$ cat src/rtl/pci_pkg.sv
package pci_pkg;
    // register addresses
    localparam logic [1:0] ADDR_STAT = 2'd0;
    localparam logic [1:0] ADDR_MASK = 2'd1;
    localparam logic [1:0] ADDR_CHG  = 2'd2;
    localparam logic [1:0] ADDR_PORT = 2'd3;

    // status bit positions
    localparam int IB_CHG  = 0;
    localparam int IB_CTR  = 1;
    localparam int IB_RX0  = 2;
    localparam int IB_TX0  = 3;
    localparam int IB_BRK0 = 4;
    localparam int IB_RX1  = 5;
    localparam int IB_TX1  = 6;
    localparam int IB_BRK1 = 7;

    localparam int DATA_W  = 8;
endpackage

$ cat src/rtl/pci_sync.sv
module pci_sync #(
    parameter int W      = 7,
    parameter int STAGES = 2
) (
    input  logic         clk,
    input  logic         rst_n,
    input  logic [W-1:0] d_i,
    output logic [W-1:0] q_o
);
    logic [STAGES-1:0][W-1:0] stage_d, stage_q;

    always_comb begin
        stage_d[0] = d_i;
        for (int s = 1; s < STAGES; s++) begin
            stage_d[s] = stage_q[s-1];
        end
    end

    always_ff @(posedge clk) begin
        if (!rst_n) stage_q <= '1;   // pins idle high
        else        stage_q <= stage_d;
    end

    assign q_o = stage_q[STAGES-1];
endmodule

$ cat src/rtl/pci_cos.sv
module pci_cos #(
    parameter int N     = 4,
    parameter int TICKS = 2
) (
    input  logic         clk,
    input  logic         rst_n,
    input  logic [N-1:0] lvl_i,
    input  logic         tick_i,
    input  logic         clr_i,
    output logic [N-1:0] level_o,
    output logic [N-1:0] delta_o,
    output logic [N-1:0] set_o
);
    localparam int CW = $clog2(TICKS + 1);

    typedef struct packed {
        logic [N-1:0]         level;
        logic [N-1:0]         delta;
        logic [N-1:0][CW-1:0] cnt;
    } cos_t;

    cos_t st_d, st_q;
    logic [N-1:0] set_d;

    always_comb begin
        st_d  = st_q;
        set_d = '0;
        if (clr_i) st_d.delta = '0;
        if (tick_i) begin
            for (int i = 0; i < N; i++) begin
                if (lvl_i[i] != st_q.level[i]) begin
                    if (st_q.cnt[i] == CW'(TICKS - 1)) begin
                        st_d.level[i] = lvl_i[i];
                        st_d.delta[i] = 1'b1;   // new change beats a clear
                        st_d.cnt[i]   = '0;
                        set_d[i]      = 1'b1;
                    end else begin
                        st_d.cnt[i] = st_q.cnt[i] + CW'(1);
                    end
                end else begin
                    st_d.cnt[i] = '0;
                end
            end
        end
    end

    always_ff @(posedge clk) begin
        if (!rst_n) begin
            st_q.level <= '1;
            st_q.delta <= '0;
            st_q.cnt   <= '0;
        end else begin
            st_q <= st_d;
        end
    end

    assign level_o = st_q.level;
    assign delta_o = st_q.delta;
    assign set_o   = set_d;
endmodule

$ cat src/rtl/pci_irq.sv
module pci_irq
    import pci_pkg::*;
(
    input  logic              clk,
    input  logic              rst_n,
    input  logic              chg_any_i,
    input  logic [1:0]        rx_rdy_i,
    input  logic [1:0]        tx_rdy_i,
    input  logic [1:0]        brk_evt_i,
    input  logic [1:0]        brk_clr_i,
    input  logic              ctr_evt_i,
    input  logic              ctr_stop_i,
    input  logic              mask_we_i,
    input  logic [DATA_W-1:0] mask_wdata_i,
    output logic [DATA_W-1:0] status_o,
    output logic [DATA_W-1:0] mask_o,
    output logic              irq_n_o
);
    typedef struct packed {
        logic [1:0]        rx;
        logic [1:0]        tx;
        logic [1:0]        brk;
        logic              ctr;
        logic [DATA_W-1:0] mask;
    } irq_t;

    irq_t st_d, st_q;

    always_comb begin
        st_d    = st_q;
        st_d.rx = rx_rdy_i;
        st_d.tx = tx_rdy_i;
        for (int c = 0; c < 2; c++) begin
            st_d.brk[c] = (st_q.brk[c] & ~brk_clr_i[c]) | brk_evt_i[c];
        end
        st_d.ctr = (st_q.ctr & ~ctr_stop_i) | ctr_evt_i;
        if (mask_we_i) st_d.mask = mask_wdata_i;
    end

    always_ff @(posedge clk) begin
        if (!rst_n) st_q <= '0;
        else        st_q <= st_d;
    end

    always_comb begin
        status_o          = '0;
        status_o[IB_CHG]  = chg_any_i;
        status_o[IB_CTR]  = st_q.ctr;
        status_o[IB_RX0]  = st_q.rx[0];
        status_o[IB_TX0]  = st_q.tx[0];
        status_o[IB_BRK0] = st_q.brk[0];
        status_o[IB_RX1]  = st_q.rx[1];
        status_o[IB_TX1]  = st_q.tx[1];
        status_o[IB_BRK1] = st_q.brk[1];
    end

    assign mask_o  = st_q.mask;
    assign irq_n_o = ~|(status_o & st_q.mask);
endmodule

$ cat src/rtl/port_change_irq.sv
module port_change_irq
    import pci_pkg::*;
#(
    parameter int PORT_W       = 7,
    parameter int COS_N        = 4,
    parameter int SYNC_STAGES  = 2,
    parameter int STABLE_TICKS = 2
) (
    input  logic              clk,
    input  logic              rst_n,
    input  logic [PORT_W-1:0] pins_i,
    input  logic              sample_tick_i,
    input  logic [1:0]        rx_rdy_i,
    input  logic [1:0]        tx_rdy_i,
    input  logic [1:0]        brk_evt_i,
    input  logic [1:0]        brk_clr_i,
    input  logic              ctr_evt_i,
    input  logic              ctr_stop_i,
    input  logic              reg_rd_i,
    input  logic              reg_wr_i,
    input  logic [1:0]        reg_addr_i,
    input  logic [DATA_W-1:0] reg_wdata_i,
    output logic [DATA_W-1:0] reg_rdata_o,
    output logic [DATA_W-1:0] status_o,
    output logic [2*COS_N-1:0] change_o,
    output logic              irq_n_o
);
    logic [PORT_W-1:0] port_q;
    logic [COS_N-1:0]  cos_level, cos_delta, cos_set;
    logic [DATA_W-1:0] mask_q;
    logic              chg_clr, mask_we;

    assign chg_clr = reg_rd_i && (reg_addr_i == ADDR_CHG);
    assign mask_we = reg_wr_i && (reg_addr_i == ADDR_MASK);

    pci_sync #(.W(PORT_W), .STAGES(SYNC_STAGES)) u_sync (
        .clk   (clk),
        .rst_n (rst_n),
        .d_i   (pins_i),
        .q_o   (port_q)
    );

    pci_cos #(.N(COS_N), .TICKS(STABLE_TICKS)) u_cos (
        .clk     (clk),
        .rst_n   (rst_n),
        .lvl_i   (port_q[COS_N-1:0]),
        .tick_i  (sample_tick_i),
        .clr_i   (chg_clr),
        .level_o (cos_level),
        .delta_o (cos_delta),
        .set_o   (cos_set)
    );

    pci_irq u_irq (
        .clk          (clk),
        .rst_n        (rst_n),
        .chg_any_i    (|cos_delta),
        .rx_rdy_i     (rx_rdy_i),
        .tx_rdy_i     (tx_rdy_i),
        .brk_evt_i    (brk_evt_i),
        .brk_clr_i    (brk_clr_i),
        .ctr_evt_i    (ctr_evt_i),
        .ctr_stop_i   (ctr_stop_i),
        .mask_we_i    (mask_we),
        .mask_wdata_i (reg_wdata_i),
        .status_o     (status_o),
        .mask_o       (mask_q),
        .irq_n_o      (irq_n_o)
    );

    assign change_o = {cos_delta, cos_level};

    always_comb begin
        case (reg_addr_i)
            ADDR_STAT: reg_rdata_o = status_o;
            ADDR_MASK: reg_rdata_o = mask_q;
            ADDR_CHG:  reg_rdata_o = DATA_W'(change_o);
            default:   reg_rdata_o = DATA_W'(port_q);
        endcase
    end
endmodule

$ cat config.mk
export PLATFORM = sky130hd
export DESIGN_NAME = port_change_irq
export DESIGN_NICKNAME = d
export VERILOG_FILES = /design/src/rtl/pci_pkg.sv /design/src/rtl/pci_sync.sv /design/src/rtl/pci_cos.sv /design/src/rtl/pci_irq.sv /design/src/rtl/port_change_irq.sv
export SDC_FILE = /design/constraint.sdc
export NUM_CORES = 1
export LEC_CHECK = 0
export BUFFER_PORTS_ARGS = -buffer_cell sky130_fd_sc_hd__buf_4
export CAP_MARGIN = 10
export CELL_PAD_IN_SITES_DETAIL_PLACEMENT = 1
export CELL_PAD_IN_SITES_GLOBAL_PLACEMENT = 1
export CORE_MARGIN = 4
export CORE_UTILIZATION = 38
export CTS_CLUSTER_SIZE = 24
export DETAILED_ROUTE_END_ITERATION = 7
export GPL_TIMING_DRIVEN = 0
export PLACE_DENSITY_LB_ADDON = 0.1
export SYNTH_ARGS = -nofsm -noshare
export SYNTH_HDL_FRONTEND = slang
export SYNTH_SLANG_ARGS = --single-unit
$ cat constraint.sdc
create_clock -name clk -period 1.7 [get_ports clk]
set_input_delay 0.255 -clock clk [delete_from_list [all_inputs] [get_ports clk]]
set_output_delay 0.255 -clock clk [all_outputs]
set_load 0.05 [all_outputs]
Word level (Yosys, flattened, before mapping)
Cells that the tools add are included.
{"block": "totals", "output_inout_bits": 25, "reg_bits": 45, "in_bits": 32, "elab_cells": 69}
{"block": "op_classes", "bitwise_logic": 10, "add_sub_neg": 4, "n_reduce_logical": 10, "n_eq_ne": 10, "muxes": 19}
{"operator": "case mux 8 bit (3 select lines)", "count": 1}
{"operator": "2-to-1 mux 2 bit", "count": 8}
{"operator": "2-to-1 mux 12 bit", "count": 1}
{"operator": "AND reduction 3 bit", "count": 4}
{"operator": "== test 2 x 1 -> 1 bit (second input constant)", "count": 5}
{"operator": "adder 2 x 1 -> 2 bit (second input constant)", "count": 4}
{"operator": "bitwise AND 8 bit", "count": 1}
{"operator": "2-to-1 mux 1 bit", "count": 8}
{"operator": "OR reduction 8 bit", "count": 1}
{"operator": "2-to-1 mux 4 bit", "count": 1}
{"operator": "inequality test 1 bit", "count": 4}
{"operator": "OR reduction 4 bit", "count": 1}
{"operator": "bitwise AND 1 bit", "count": 3}
{"operator": "NOT 1 bit", "count": 3}
{"operator": "OR 1 bit", "count": 3}
{"operator": "== test 2 bit (second input constant)", "count": 1}
{"operator": "logical AND 1 bit", "count": 2}
{"operator": "zero test 2 bit", "count": 1}
{"operator": "zero test 1 bit", "count": 1}

Longest topological paths before layout
{"block": "depth", "ltp_word": 6, "ltp_mapped": 4, "ltp_nobuf": 3}

Hierarchy
A second synthesis with hierarchy kept.
{"block": "hier_totals", "hier_cells": 178, "area_unflattened_um2": 1988.2}
{"module": "pci_cos", "cells_per_inst": 84, "area_per_inst_um2": 812.0, "n_inst": 1, "seq_area_each_um2": 320.3}
{"module": "pci_irq", "cells_per_inst": 49, "area_per_inst_um2": 559.3, "n_inst": 1, "seq_area_each_um2": 300.3}
{"module": "pci_sync", "cells_per_inst": 29, "area_per_inst_um2": 391.6, "n_inst": 1, "seq_area_each_um2": 280.3}
{"module": "port_change_irq", "cells_per_inst": 16, "area_per_inst_um2": 225.2, "n_inst": 1, "seq_area_each_um2": 0.0}

Worst setup path after synthesis
No wires, ideal clock.
{"block": "synth_path", "kind": "reg2out", "start": "reg u_irq.st_q (netlist bit u_irq.status_o[7])", "end": "out reg_rdata_o[7]", "n_path_buf": 0, "t_required_ns": 1.445, "t_arrival_ns": 1.871, "path_stages_with_launch": 3, "path_slack_ns": -0.426, "path_cell_list": "dfxtp_1 -> mux2i_1 -> o21ai_0"}
{"block": "synth_via", "elab_chain_cells": 1}
{"element": "start: declaration", "line": "pci_irq.sv:27", "source": "irq_t st_d, st_q;"}
{"element": "start signal: assignment", "line": "pci_irq.sv:42", "source": "else st_q <= st_d;"}
{"element": "case mux 8 bit (3 select lines)", "line": "port_change_irq.sv:74", "source": "case (reg_addr_i)"}
{"element": "end: declaration", "line": "port_change_irq.sv:23", "source": "output logic [DATA_W-1:0] reg_rdata_o,"}
Every way passes these cells.

Final worst setup path
{"block": "layout_path", "start": "reg u_cos.st_q (netlist bit u_cos.delta_o[2])", "end": "out reg_rdata_o[0]"}
{"block": "layout_via", "elab_chain_cells": 2}
{"element": "start: declaration", "line": "pci_cos.sv:22", "source": "cos_t st_d, st_q;"}
{"element": "start signal: assignment", "line": "pci_cos.sv:53", "source": "st_q <= st_d;"}
{"element": "OR reduction 4 bit", "line": "port_change_irq.sv:57", "source": ".chg_any_i (|cos_delta),"}
{"element": "named net u_irq.chg_any_i", "line": "pci_irq.sv:6", "source": "input logic chg_any_i,"}
{"element": "case mux 8 bit (3 select lines)", "line": "port_change_irq.sv:74"}
The timed path passes the listed nets, and every way through them passes these cells.

==> metrics.txt <==
TritonRoute pass-1 iters=4; FF-to-FF setup slack=710 ps; WHS Path Cells=2; pins over their slew limit=0; post-route insts no fill=304; clock latency at the later pin of the worst-skew pair=300 ps; worst slack, placed=-125 ps; critical path capture point type=primary output; nets=268; leakage=1.08 nW; slowest CP cell=or4_4; PortBufs=55; row count=25; number of buffers created by CTS=5; Worst Max-Slew Pin Slew=559 ps; CP startpoint kind=flip-flop; gr usage total=0.164; Antenna Cells=0; placed cells=292; critical path arrival=1830 ps; CP max stage delay=530 ps; Synth warnings=0; Syn Inst Count=170; Yosys reg bits=45; RSZ-0062 raised after global routing=yes; worst reg2reg path startpoint=u_cos.level_o[2]; Root Driver=clkbuf_8; status=complete, but fails checks; Max Clk Rate=0.480 GHz; routed length per instance=15.7 um; Final Cell Area=0.00250 sq mm; Worst R2R Path Depth=3; Post-Syn Area=0.00186 sq mm; CP Capture Point=reg_rdata_o[0]; number of global-route vias before repair=1,559; failing checks=setup timing; Placement Cell Area=0.00236 sq mm; syn_area_per_cell=10.9 sq um; Finished Core Util=0.530; crit path launch=u_cos.delta_o[2]; Max-Cap Viols=0; largest net degree at the start of global routing=14; WP buf/inv=1; hold_sp=pins_i[3]; # IOs=57; fin crit period=2080 ps; overflow left after global routing=0; # H-tree levels=2; share of layout cells above drive strength 1=0.376; Synth area leaders=dfxtp_1 (49%), nand2b_1 (7.4%), mux4_2 (7.3%); Critical Path RT=1440 ps; vias per inst=4.74; final critical-path share of the clock period=1.23; CTS max path bufs=2; drt total wl=4780 um; post-route clock skew=6.60 ps; register area share after synthesis=0.485; Critical Path Stages=3; antenna violations before repair=0; PD cells=836 mW/mm^2; DRC=0; crit-path max FO=2; Worst Hold Class=input port to flip-flop; clock sink count=45; die area=0.00607 sq mm; Final HPWL DP=3610 um; antenna-violating nets left=0; worst flop-to-flop path endpoint=u_cos.delta_o[2]; CP delay by family, top=simple AND/OR/NAND/NOR gates; 1st-iter DRT viols=27; starting density of the core=0.393; Die W=77.9 um; hold buffers post-CTS=0; crit path kind=flip-flop to primary output; Max transition margin=0.628; commonest non-fill, non-tap cells in the layout=buf_4 (62), dfxtp_1 (43), nand2b_1 (22); share of the synthesized area in the top cell type=0.485; Final setup viols=3; RePlAce Congestion=0.761; commonest non-fill, non-tap cell in the layout=buf_4; worst path cell trace=or4_4 > mux4_2 > buf_8; CTS tree=built; final worst setup slack=-383 ps; Die H=77.9 um; final hold vios=0; via count=1,442; first-pass GRT wire length=7650 um; Max VDD drop=447 uV; Post-Syn Nets=202; clock-pin slew on the worst setup and hold paths=80 ps; Layout area overhead=34.8%; Core ar.=0.00472 sq mm; cell taking the most area after synthesis=dfxtp_1; number of distinct library cells after synthesis=22
[synthesized netlist by cell type, drive strengths merged]
| cell | count |
|---|---|
| dfxtp | 45 |
| nand2b | 22 |
| mux2i | 13 |
| nand2 | 13 |
| nand3b | 11 |
| nor2b | 11 |
| buf | 10 |
| clkbuf | 8 |
| mux4 | 7 |
| a21oi | 5 |
| o21ai | 5 |
| a21boi | 4 |
| and2 | 4 |
| xor2 | 4 |
| o21a | 3 |
| a22oi | 2 |
| a222oi | 1 |
| nand3 | 1 |
| or4 | 1 |
[power breakdown]
part	internal [mW]	switching (mW)	total [mW]
clock	0.285	0.350	0.635
sequential	1.09	0.0225	1.11
combinational	0.156	0.191	0.346
total	1.53	0.563	2.09
[metal layers]
layer / global-route usage / up-vias / routed length, um
met3: 0.0499 / 7 / 304
li1: - / 699 / -
met1: 0.186 / 694 / 2020
met5: 0 / - / 0
met4: 0.0524 / 0 / 59
met2: 0.294 / 42 / 2400
[cell type report]
| class | instances | area [sq um] |
|---|---|---|
| multi-input combinational | 107 | 841 |
| fill | 539 | 2220 |
| timing repair buffer | 59 | 469 |
| buffer | 18 | 123 |
| clock buffer | 6 | 72.6 |
| tap | 67 | 83.8 |
| sequential | 45 | 903 |
| clock inverter | 2 | 10.0 |
[per-stage QoR]
| step | hold WS (ps) | setup TNS [ps] | power [mW] |
|---|---|---|---|
| after floorplan | 356 | -83.6 | 1.34 |
| after global placement | 391 | -128 | 1.46 |
| after detailed placement | 396 | -125 | 1.47 |
| after CTS | 128 | -717 | 2.12 |
| after global routing | 124 | -1030 | 2.18 |
| final | 135 | -910 | 2.09 |
[worst min path at each step]
stage / to / slack [ps]
2_1_floorplan: u_sync.stage_d[10] / 360
3_3_place_gp: u_sync.q_o[4] / 390
3_5_place_dp: u_sync.q_o[5] / 400
4_1_cts: u_sync.stage_d[7] / 130
5_1_grt: u_sync.stage_d[7] / 120
6_report: u_sync.stage_d[10] / 130
[logic make-up after synthesis]
family                    synth area share
DFF                                  0.485
muxes                                0.157
buffers and inverters               0.0660
AOI/OAI and AO/OA                   0.0687
xor gates and xnor gates            0.0189
and+or+nand+nor                      0.204
[flip-flops by register name, indices dropped and copies added (netlist names)]
name and cells:
u_sync.stage_d 7, u_cos.st_q 8, u_sync.q_o 7, u_irq.status_o 7
u_irq.mask_o 8, u_cos.level_o 4, u_cos.delta_o 4
[repair_timing]
item | CTS | global route
hold endpoints to repair | 0 | 0
pin swaps | 2 | 2
gates resized for setup | 9 | 2
setup endpoints to repair | 3 | 4
buffers inserted | 3 | 1
Power figures use the tool's default switching activity.
